--- src/rtl/ram_cloak_pkg.sv ---
package ram_cloak_pkg;
   localparam int unsigned DEF_REG_AW    = 8;
   localparam int unsigned DEF_DW        = 32;
   localparam int unsigned DEF_CPU_AW    = 32;
   localparam int unsigned DEF_RAM_AW    = 15;
   localparam int unsigned DEF_ASEED_OFS = 8'h40;
   localparam int unsigned DEF_DSEED_OFS = 8'h41;
endpackage

--- src/rtl/cloak_seed_regs.sv ---
module cloak_seed_regs #(
   parameter int unsigned REG_AW    = 8,
   parameter int unsigned DW        = 32,
   parameter int unsigned ASEED_W   = 15,
   parameter int unsigned ASEED_OFS = 8'h40,
   parameter int unsigned DSEED_OFS = 8'h41
) (
   input  logic               clk,
   input  logic               rst_n,
   input  logic [REG_AW-1:0]  reg_addr,
   input  logic               reg_we,
   input  logic [DW-1:0]      reg_wdata,
   input  logic               app_mode,
   output logic [ASEED_W-1:0] a_seed,
   output logic [DW-1:0]      d_seed
);
   localparam logic [REG_AW-1:0] A_OFS = REG_AW'(ASEED_OFS);
   localparam logic [REG_AW-1:0] D_OFS = REG_AW'(DSEED_OFS);

   if (ASEED_W > DW) begin : g_bad_seed_w
      $error("address seed wider than register data");
   end
   if (A_OFS == D_OFS) begin : g_bad_ofs
      $error("seed offsets must differ");
   end

   logic lock_q;
   logic lock_now;
   logic wr_ok;

   assign lock_now = lock_q | app_mode;
   assign wr_ok    = reg_we & ~lock_now;

   always_ff @(posedge clk) begin
      if (!rst_n) begin
         lock_q <= 1'b0;
         a_seed <= '0;
         d_seed <= '0;
      end else begin
         lock_q <= lock_now;
         if (wr_ok && reg_addr == A_OFS) a_seed <= reg_wdata[ASEED_W-1:0];
         if (wr_ok && reg_addr == D_OFS) d_seed <= reg_wdata;
      end
   end


   lock_sticky_chk: assert property (@(posedge clk) disable iff (!rst_n)
      lock_q |=> lock_q);


   locked_hold_chk: assert property (@(posedge clk) disable iff (!rst_n)
      (lock_q || app_mode) |=> ($stable(a_seed) && $stable(d_seed)));


   no_write_hold_chk: assert property (@(posedge clk) disable iff (!rst_n)
      (!reg_we || (reg_addr != A_OFS && reg_addr != D_OFS))
      |=> ($stable(a_seed) && $stable(d_seed)));
endmodule

--- src/rtl/cloak_addr_perm.sv ---
module cloak_addr_perm #(
   parameter int unsigned CPU_AW = 32,
   parameter int unsigned RAM_AW = 15,
   parameter int unsigned DW     = 32
) (
   input  logic [CPU_AW-1:0] cpu_addr,
   input  logic [RAM_AW-1:0] a_seed,
   output logic [RAM_AW-1:0] ram_addr
);
   localparam int unsigned WORD_LSB = $clog2(DW / 8);
   localparam int unsigned WORD_MSB = WORD_LSB + RAM_AW - 1;

   if (WORD_MSB >= CPU_AW) begin : g_bad_aw
      $error("RAM word address exceeds CPU address width");
   end

   assign ram_addr = cpu_addr[WORD_MSB:WORD_LSB] ^ a_seed;
endmodule

--- src/rtl/cloak_data_mask.sv ---
module cloak_data_mask #(
   parameter int unsigned CPU_AW = 32,
   parameter int unsigned DW     = 32
) (
   input  logic [CPU_AW-1:0] cpu_addr,
   input  logic [DW-1:0]     d_seed,
   output logic [DW-1:0]     mask
);
   localparam int unsigned MIX_W = DW / 2;
   localparam int unsigned REPS  = DW / MIX_W;

   if (DW % 2 != 0) begin : g_bad_dw
      $error("data width must be even");
   end
   if (MIX_W > CPU_AW) begin : g_bad_mix
      $error("address mix wider than CPU address");
   end

   logic [DW-1:0] addr_fill;

   for (genvar r = 0; r < REPS; r++) begin : g_fill
      assign addr_fill[r*MIX_W +: MIX_W] = cpu_addr[MIX_W-1:0];
   end

   assign mask = d_seed ^ addr_fill;
endmodule

--- src/rtl/ram_cloak.sv ---
module ram_cloak
   import ram_cloak_pkg::*;
#(
   parameter int unsigned REG_AW    = DEF_REG_AW,
   parameter int unsigned DW        = DEF_DW,
   parameter int unsigned CPU_AW    = DEF_CPU_AW,
   parameter int unsigned RAM_AW    = DEF_RAM_AW,
   parameter int unsigned ASEED_OFS = DEF_ASEED_OFS,
   parameter int unsigned DSEED_OFS = DEF_DSEED_OFS
) (
   input  logic              clk,
   input  logic              rst_n,
   input  logic [REG_AW-1:0] reg_addr,
   input  logic              reg_we,
   input  logic [DW-1:0]     reg_wdata,
   input  logic              app_mode,
   input  logic              cpu_req,
   input  logic [CPU_AW-1:0] cpu_addr,
   input  logic [DW-1:0]     cpu_wdata,
   input  logic [DW/8-1:0]   cpu_wstrb,
   output logic [DW-1:0]     cpu_rdata,
   output logic              cpu_ready,
   output logic              ram_cs,
   output logic [DW/8-1:0]   ram_we,
   output logic [RAM_AW-1:0] ram_addr,
   output logic [DW-1:0]     ram_wdata,
   input  logic [DW-1:0]     ram_rdata,
   input  logic              ram_ready
);
   localparam int unsigned NBYTES = DW / 8;

   if (DW % 8 != 0) begin : g_bad_bytes
      $error("data width must be whole bytes");
   end

   logic [RAM_AW-1:0] a_seed;
   logic [DW-1:0]     d_seed;
   logic [DW-1:0]     mask;

   cloak_seed_regs #(
      .REG_AW(REG_AW), .DW(DW), .ASEED_W(RAM_AW),
      .ASEED_OFS(ASEED_OFS), .DSEED_OFS(DSEED_OFS)
   ) u_seeds (
      .clk(clk), .rst_n(rst_n), .reg_addr(reg_addr), .reg_we(reg_we),
      .reg_wdata(reg_wdata), .app_mode(app_mode),
      .a_seed(a_seed), .d_seed(d_seed)
   );

   cloak_addr_perm #(.CPU_AW(CPU_AW), .RAM_AW(RAM_AW), .DW(DW)) u_perm (
      .cpu_addr(cpu_addr), .a_seed(a_seed), .ram_addr(ram_addr)
   );

   cloak_data_mask #(.CPU_AW(CPU_AW), .DW(DW)) u_mask (
      .cpu_addr(cpu_addr), .d_seed(d_seed), .mask(mask)
   );

   for (genvar b = 0; b < NBYTES; b++) begin : g_lane
      assign ram_we[b] = cpu_req & cpu_wstrb[b];
   end

   assign ram_cs    = cpu_req;
   assign ram_wdata = cpu_wdata ^ mask;
   assign cpu_rdata = ram_rdata ^ mask;
   assign cpu_ready = ram_ready;


   idle_quiet_chk: assert property (@(posedge clk) disable iff (!rst_n)
      !cpu_req |-> (!ram_cs && ram_we == '0));


   roundtrip_chk: assert property (@(posedge clk) disable iff (!rst_n)
      ((ram_wdata ^ cpu_rdata) == (cpu_wdata ^ ram_rdata)));
endmodule

--- config.mk ---
export PLATFORM = sky130hd
export DESIGN_NAME = ram_cloak
export DESIGN_NICKNAME = d
export VERILOG_FILES = /design/src/rtl/ram_cloak_pkg.sv /design/src/rtl/cloak_seed_regs.sv /design/src/rtl/cloak_addr_perm.sv /design/src/rtl/cloak_data_mask.sv /design/src/rtl/ram_cloak.sv
export SDC_FILE = /design/constraint.sdc
export NUM_CORES = 1
export LEC_CHECK = 0
export ABC_CLOCK_PERIOD_IN_PS = 1700
export BUFFER_PORTS_ARGS = -buffer_cell sky130_fd_sc_hd__buf_2
export CORE_AREA = 2 2 89 91
export CTS_CLUSTER_SIZE = 16
export DETAILED_ROUTE_END_ITERATION = 16
export DIE_AREA = 0 0 91 93
export PLACE_DENSITY = 0.8
export SETUP_SLACK_MARGIN = 0.02
export SYNTH_ARGS = -nofsm -noshare
export SYNTH_HDL_FRONTEND = slang
export SYNTH_SLANG_ARGS = --single-unit
--- constraint.sdc ---
create_clock -name clk -period 1.7 [get_ports clk]
set_clock_uncertainty 0.2 [all_clocks]
set_input_delay 0 -clock clk [delete_from_list [all_inputs] [get_ports clk]]
set_output_delay 0 -clock clk [all_outputs]
set_load 0.005 [all_outputs]
# ---- Word-level counts from Yosys, hierarchy flattened
# Index checks and enable logic that the tools add are counted.
# W data, S select, Z words.
dict set report totals {
  register_bits 48
  wordCells 18
  out_inout_bits 85
  inputBits 146
}
dict set report op_classes {
  eq_ne 2
  bitwise 11
  n_reduce_logical 2
}
# op n
set op_table {}
lappend op_table {{$xor A32 B32 Y32} 3}
lappend op_table {{$eq A8 B7 Y1 const B} 2}
lappend op_table {{$xor A15 B15 Y15} 1}
lappend op_table {{$and A1 B1 Y1} 5}
lappend op_table {{$logic_and A1 B1 Y1} 2}
lappend op_table {{$not A1 Y1} 1}
lappend op_table {{$or A1 B1 Y1} 1}

# ---- Depth between registers and ports, before layout
dict set report logic_depth {
  ltp_word 4
  depth_mapped 5
}

# ---- By module
# Synthesis repeated with hierarchy kept, for this count alone.
dict set report unflattened {
  cells_unflattened 312
  area_unflattened_um2 2925.3
}
# mod area_each_um2 cells_each instances
set modules_own_cells {}
lappend modules_own_cells {cloak_seed_regs 1913.1 195 1}
lappend modules_own_cells {ram_cloak 600.6 70 1}
lappend modules_own_cells {cloak_data_mask 280.3 32 1}
lappend modules_own_cells {cloak_addr_perm 131.4 15 1}

# ---- Worst setup path after synthesis
# No wires, ideal clock.
dict set report synth_timing {
  path_kind {register to register}
  startpoint {register u_seeds.lock_q}
  endpoint {register u_seeds.d_seed[0]}
  required_ns 1.428
  path_stages_with_launch 6
  setup_slack_ns 0.190
  period_less_slack_ns 1.510
  n_path_buf 2
  arrival_time_ns 1.239
  cell_sequence {dfxtp_1 and4bb_1 and4_1 buf_6 buf_12 mux2i_1}
}
dict set report synth_via {
  elab_chain_cells 4
}
# item line_no
set synth_lines {}
lappend synth_lines {{start, declared} cloak_seed_regs.sv:27} ;# logic lock_q;
lappend synth_lines {{start signal, assigned} cloak_seed_regs.sv:40} ;# lock_q <= lock_now;
lappend synth_lines {{$or A1 B1 Y1} cloak_seed_regs.sv:31} ;# assign lock_now = lock_q | app_mode;
lappend synth_lines {{$not A1 Y1} cloak_seed_regs.sv:32} ;# assign wr_ok = reg_we & ~lock_now;
lappend synth_lines {{$and A1 B1 Y1} cloak_seed_regs.sv:32}
lappend synth_lines {{$logic_and A1 B1 Y1} cloak_seed_regs.sv:42} ;# if (wr_ok && reg_addr == D_OFS) d_seed <= reg_wdata;
lappend synth_lines {{end signal, assigned} cloak_seed_regs.sv:42}
lappend synth_lines {{end, declared} cloak_seed_regs.sv:15} ;# output logic [DW-1:0] d_seed
# No other way between the ends.
# A chain may end at the register's enable or synchronous reset.

# ---- Final worst setup path
dict set report layout_timing {
  startpoint {input app_mode}
  endpoint {register u_seeds.d_seed[27]}
}
dict set report layout_via {
  elab_chain_cells 4
}
# item line_no
set layout_lines {}
lappend layout_lines {{start, declared} ram_cloak.sv:16} ;# input logic app_mode,
lappend layout_lines {{$or A1 B1 Y1} cloak_seed_regs.sv:31}
lappend layout_lines {{$not A1 Y1} cloak_seed_regs.sv:32}
lappend layout_lines {{$and A1 B1 Y1} cloak_seed_regs.sv:32}
lappend layout_lines {{$logic_and A1 B1 Y1} cloak_seed_regs.sv:42}
# No other way between the ends.

==> metrics.txt <==
leftover overflow at the end of global routing 0; type of the most critical hold path in -> reg; largest net degree at the start of global routing 81; number of violations reported at the end of detailed-routing iteration 0 51; Final Cell Area 4540 µm²; mean area per synthesized cell 9.42 µm²; worst hold-check slack 17.4 ps; Sequential Power Share 0.412; drt first pass iters 4; Hold Fails Final Rpt 0; number of buffers inserted by post-CTS setup repair 0; vias in the first global route 2969; number of warnings printed during yosys synthesis 0; worst slew margin relative to its limit 0.779; final wirelength 7970 µm; worst vdd ir 0.424 mV; total clock buffers created by CTS 5; post-synth net total 457; GP Congestion 0.713; deepest clock path buffer count 2; switch share 0.246; power density of the placed cells 603 nW/µm²; largest incremental delay on the critical path 520 ps; cell-internal power 2060 µW; part of the cycle the worst path needs 0.947; final total negative setup slack 0 ps; cell family contributing the most delay on the critical path buffers and inverters; share of cells above drive strength 1 0.416; residual antenna-violating net count after detailed routing 0; Synth Cell Area 2930 µm²; number of top-level pins 231; count of antenna diodes in the layout 0; chip width 91 µm; status complete, no violations; Clock power frac 0.323; endpoint kind of the worst setup timing path flop; Max Clk Rate 621 MHz; Clk pin slew, worst setup/hold paths 90 ps; count of buffering cells on the critical path with inverters included 3; height of the die 93 µm; CTS tree built; HPWL Detailed 6080 µm; die outline area 8460 µm²; Initial Utilization 0.389; Gate power share 0.265; Worst Setup Slack post-DPL 84.0 ps; time the worst path needs with I/O delays and setup 1610 ps; number of gates on the worst path with buffers counted 6; post-synthesis to final-layout area growth 54.8%; number of failing setup endpoints in the final timing report 0; required arrival time at the worst endpoint 1720 ps; utilization after layout 0.603; critical path cell sequence dlygate4sd3_1 -> buf_2 -> and4bb_2 -> and4_4 -> buf_12 -> mux2i_1; Worst setup SP type input port; final-stage net count 700; filler cell count 667; portion of the post-synthesis area used by sequential elements 0.328; flop and latch count out of synthesis 48; RSZ-0062 raised after global routing no; root buf cell clkbuf_8; Distinct cells, synth 15; data arrival time of the critical path 1630 ps; global router's overall resource usage 0.177; number of sinks on the clock net 48; number of buffers added on ports 213; category of the critical setup timing path in -> reg; routed via count 2872; wire length of the first global-routing pass 12400 µm; pin slew with the least headroom to its limit 330 ps; Max Slew Vio Count 0; num rows 32; total placed instance area 4070 µm²; cell with the largest stage delay on the worst path dlygate4sd3_1; Synth Instances 311; number of stages on the worst hold path 3; mean number of vias per cell 4.37; clock latency at the later pin of the worst-skew pair 290 ps; leakage power 0.00211 µW; average wire per standard cell 12.1 µm; Setup WS post-layout 90.1 ps; antenna violations before repair 0; number of remaining DRC errors 0; depth of the CTS H-tree 2; P_sw 673 µW; largest fanout of any net on the critical path 16; number of cell instances on the worst register-to-register path 4; area inside the core boundary 7530 µm²; max-cap violation count 0
## power by group through the flow
stage	registers (µW)	clock network (µW)	logic (µW)
floorplan	1150	0	290
global placement	1150	0	642
detailed placement	1150	0	658
CTS	1130	910	721
global route	1130	956	791
finish	1130	885	725
## worst reg2reg max path: stages (launching register included)
cell	delay [ps]
dfxtp_1	320
and4bb_2	340
and4_4	270
buf_12	170
mux2i_1	210
## repair_timing
| action | 4_1_cts | 5_1_grt |
|---|---|---|
| endpoints found under the setup margin | 0 | 25 |
| resized for setup | 0 | 2 |
| hold buffers | 34 | 0 |
| hold endpoints to repair | 49 | 0 |
## cell usage in the layout, fill, tap and decap left out
master / Yosys / final
buf_12: 3 / 3
nand4b_4: 1 / 1
nand2_1: 79 / 79
buf_4: 2 / 2
and4_4: 0 / 1
xnor2_1: 96 / 96
and4bb_2: 0 / 1
xor2_1: 15 / 15
and2_1: 4 / 4
nor3_2: 2 / 2
dfxtp_1: 48 / 48
mux2i_1: 47 / 47
bufinv_16: 0 / 1
o21a_1: 1 / 1
dlygate4sd3_1: 0 / 34
buf_2: 0 / 213
clkbuf_8: 0 / 7
## layout make-up
type                            instances  area, µm²  share of cell area
Sequential cell                        48        961               0.212
Tap cell                              102        128              0.0281
Clock buffer                            7       96.3              0.0212
Timing Repair Buffer                  252       1480               0.327
Clock inverter                          1       30.0             0.00662
Multi-Input combinational cell        247       1840               0.406
## stage by stage
step	instances	total power [µW]
6_report	657	2740
3_5_place_dp	615	1810
5_1_grt	657	2870
2_1_floorplan	311	1440
4_1_cts	657	2760
3_3_place_gp	615	1790
## layer usage
| metal | up-vias | global-route usage | part of all wire |
|---|---|---|---|
| met5 | - | 0 | 0 |
| met2 | 117 | 0.382 | 0.56 |
| met1 | 1278 | 0.169 | 0.37 |
| met3 | 8 | 0.0306 | 0.055 |
| met4 | 0 | 0.0417 | 0.0098 |
| li1 | 1469 | - | - |
## state kept, by name (all words and copies together), names as in the netlist
register and cells:
u_seeds.d_seed 32, u_seeds.a_seed 15, u_seeds.lock_q 1
## cell families after synthesis
| kind of cell | count (synthesis) | share of synthesized area |
|---|---|---|
| muxes | 47 | 0.161 |
| DFF | 48 | 0.328 |
| xor gates and xnor gates | 111 | 0.332 |
| AOI/OAI and AO/OA | 1 | 0.00256 |
| buffers and inverters | 16 | 0.0449 |
| and+or+nand+nor | 88 | 0.132 |
## synthesized netlist by cell type, drive strengths merged
| master | instances | area, µm² |
|---|---|---|
| and2 | 4 | 25.0 |
| and4 | 1 | 8.76 |
| and4bb | 1 | 12.5 |
| buf | 7 | 97.6 |
| clkbuf | 9 | 33.8 |
| dfxtp | 48 | 961 |
| mux2i | 47 | 470 |
| nand2 | 79 | 297 |
| nand4b | 1 | 23.8 |
| nor3 | 2 | 20.0 |
| o21a | 1 | 7.51 |
| xnor2 | 96 | 841 |
| xor2 | 15 | 131 |
## path summary, 6_finish.rpt
check / end / startpoint / slack, ps
min: u_seeds.lock_q / rst_n / 20
min reg2reg: u_seeds.lock_q / u_seeds.lock_q / 260
max reg2reg: u_seeds.d_seed[27] / u_seeds.lock_q / 120
max: u_seeds.d_seed[27] / app_mode / 90
Note: power is estimated with default switching activity, not from simulation.
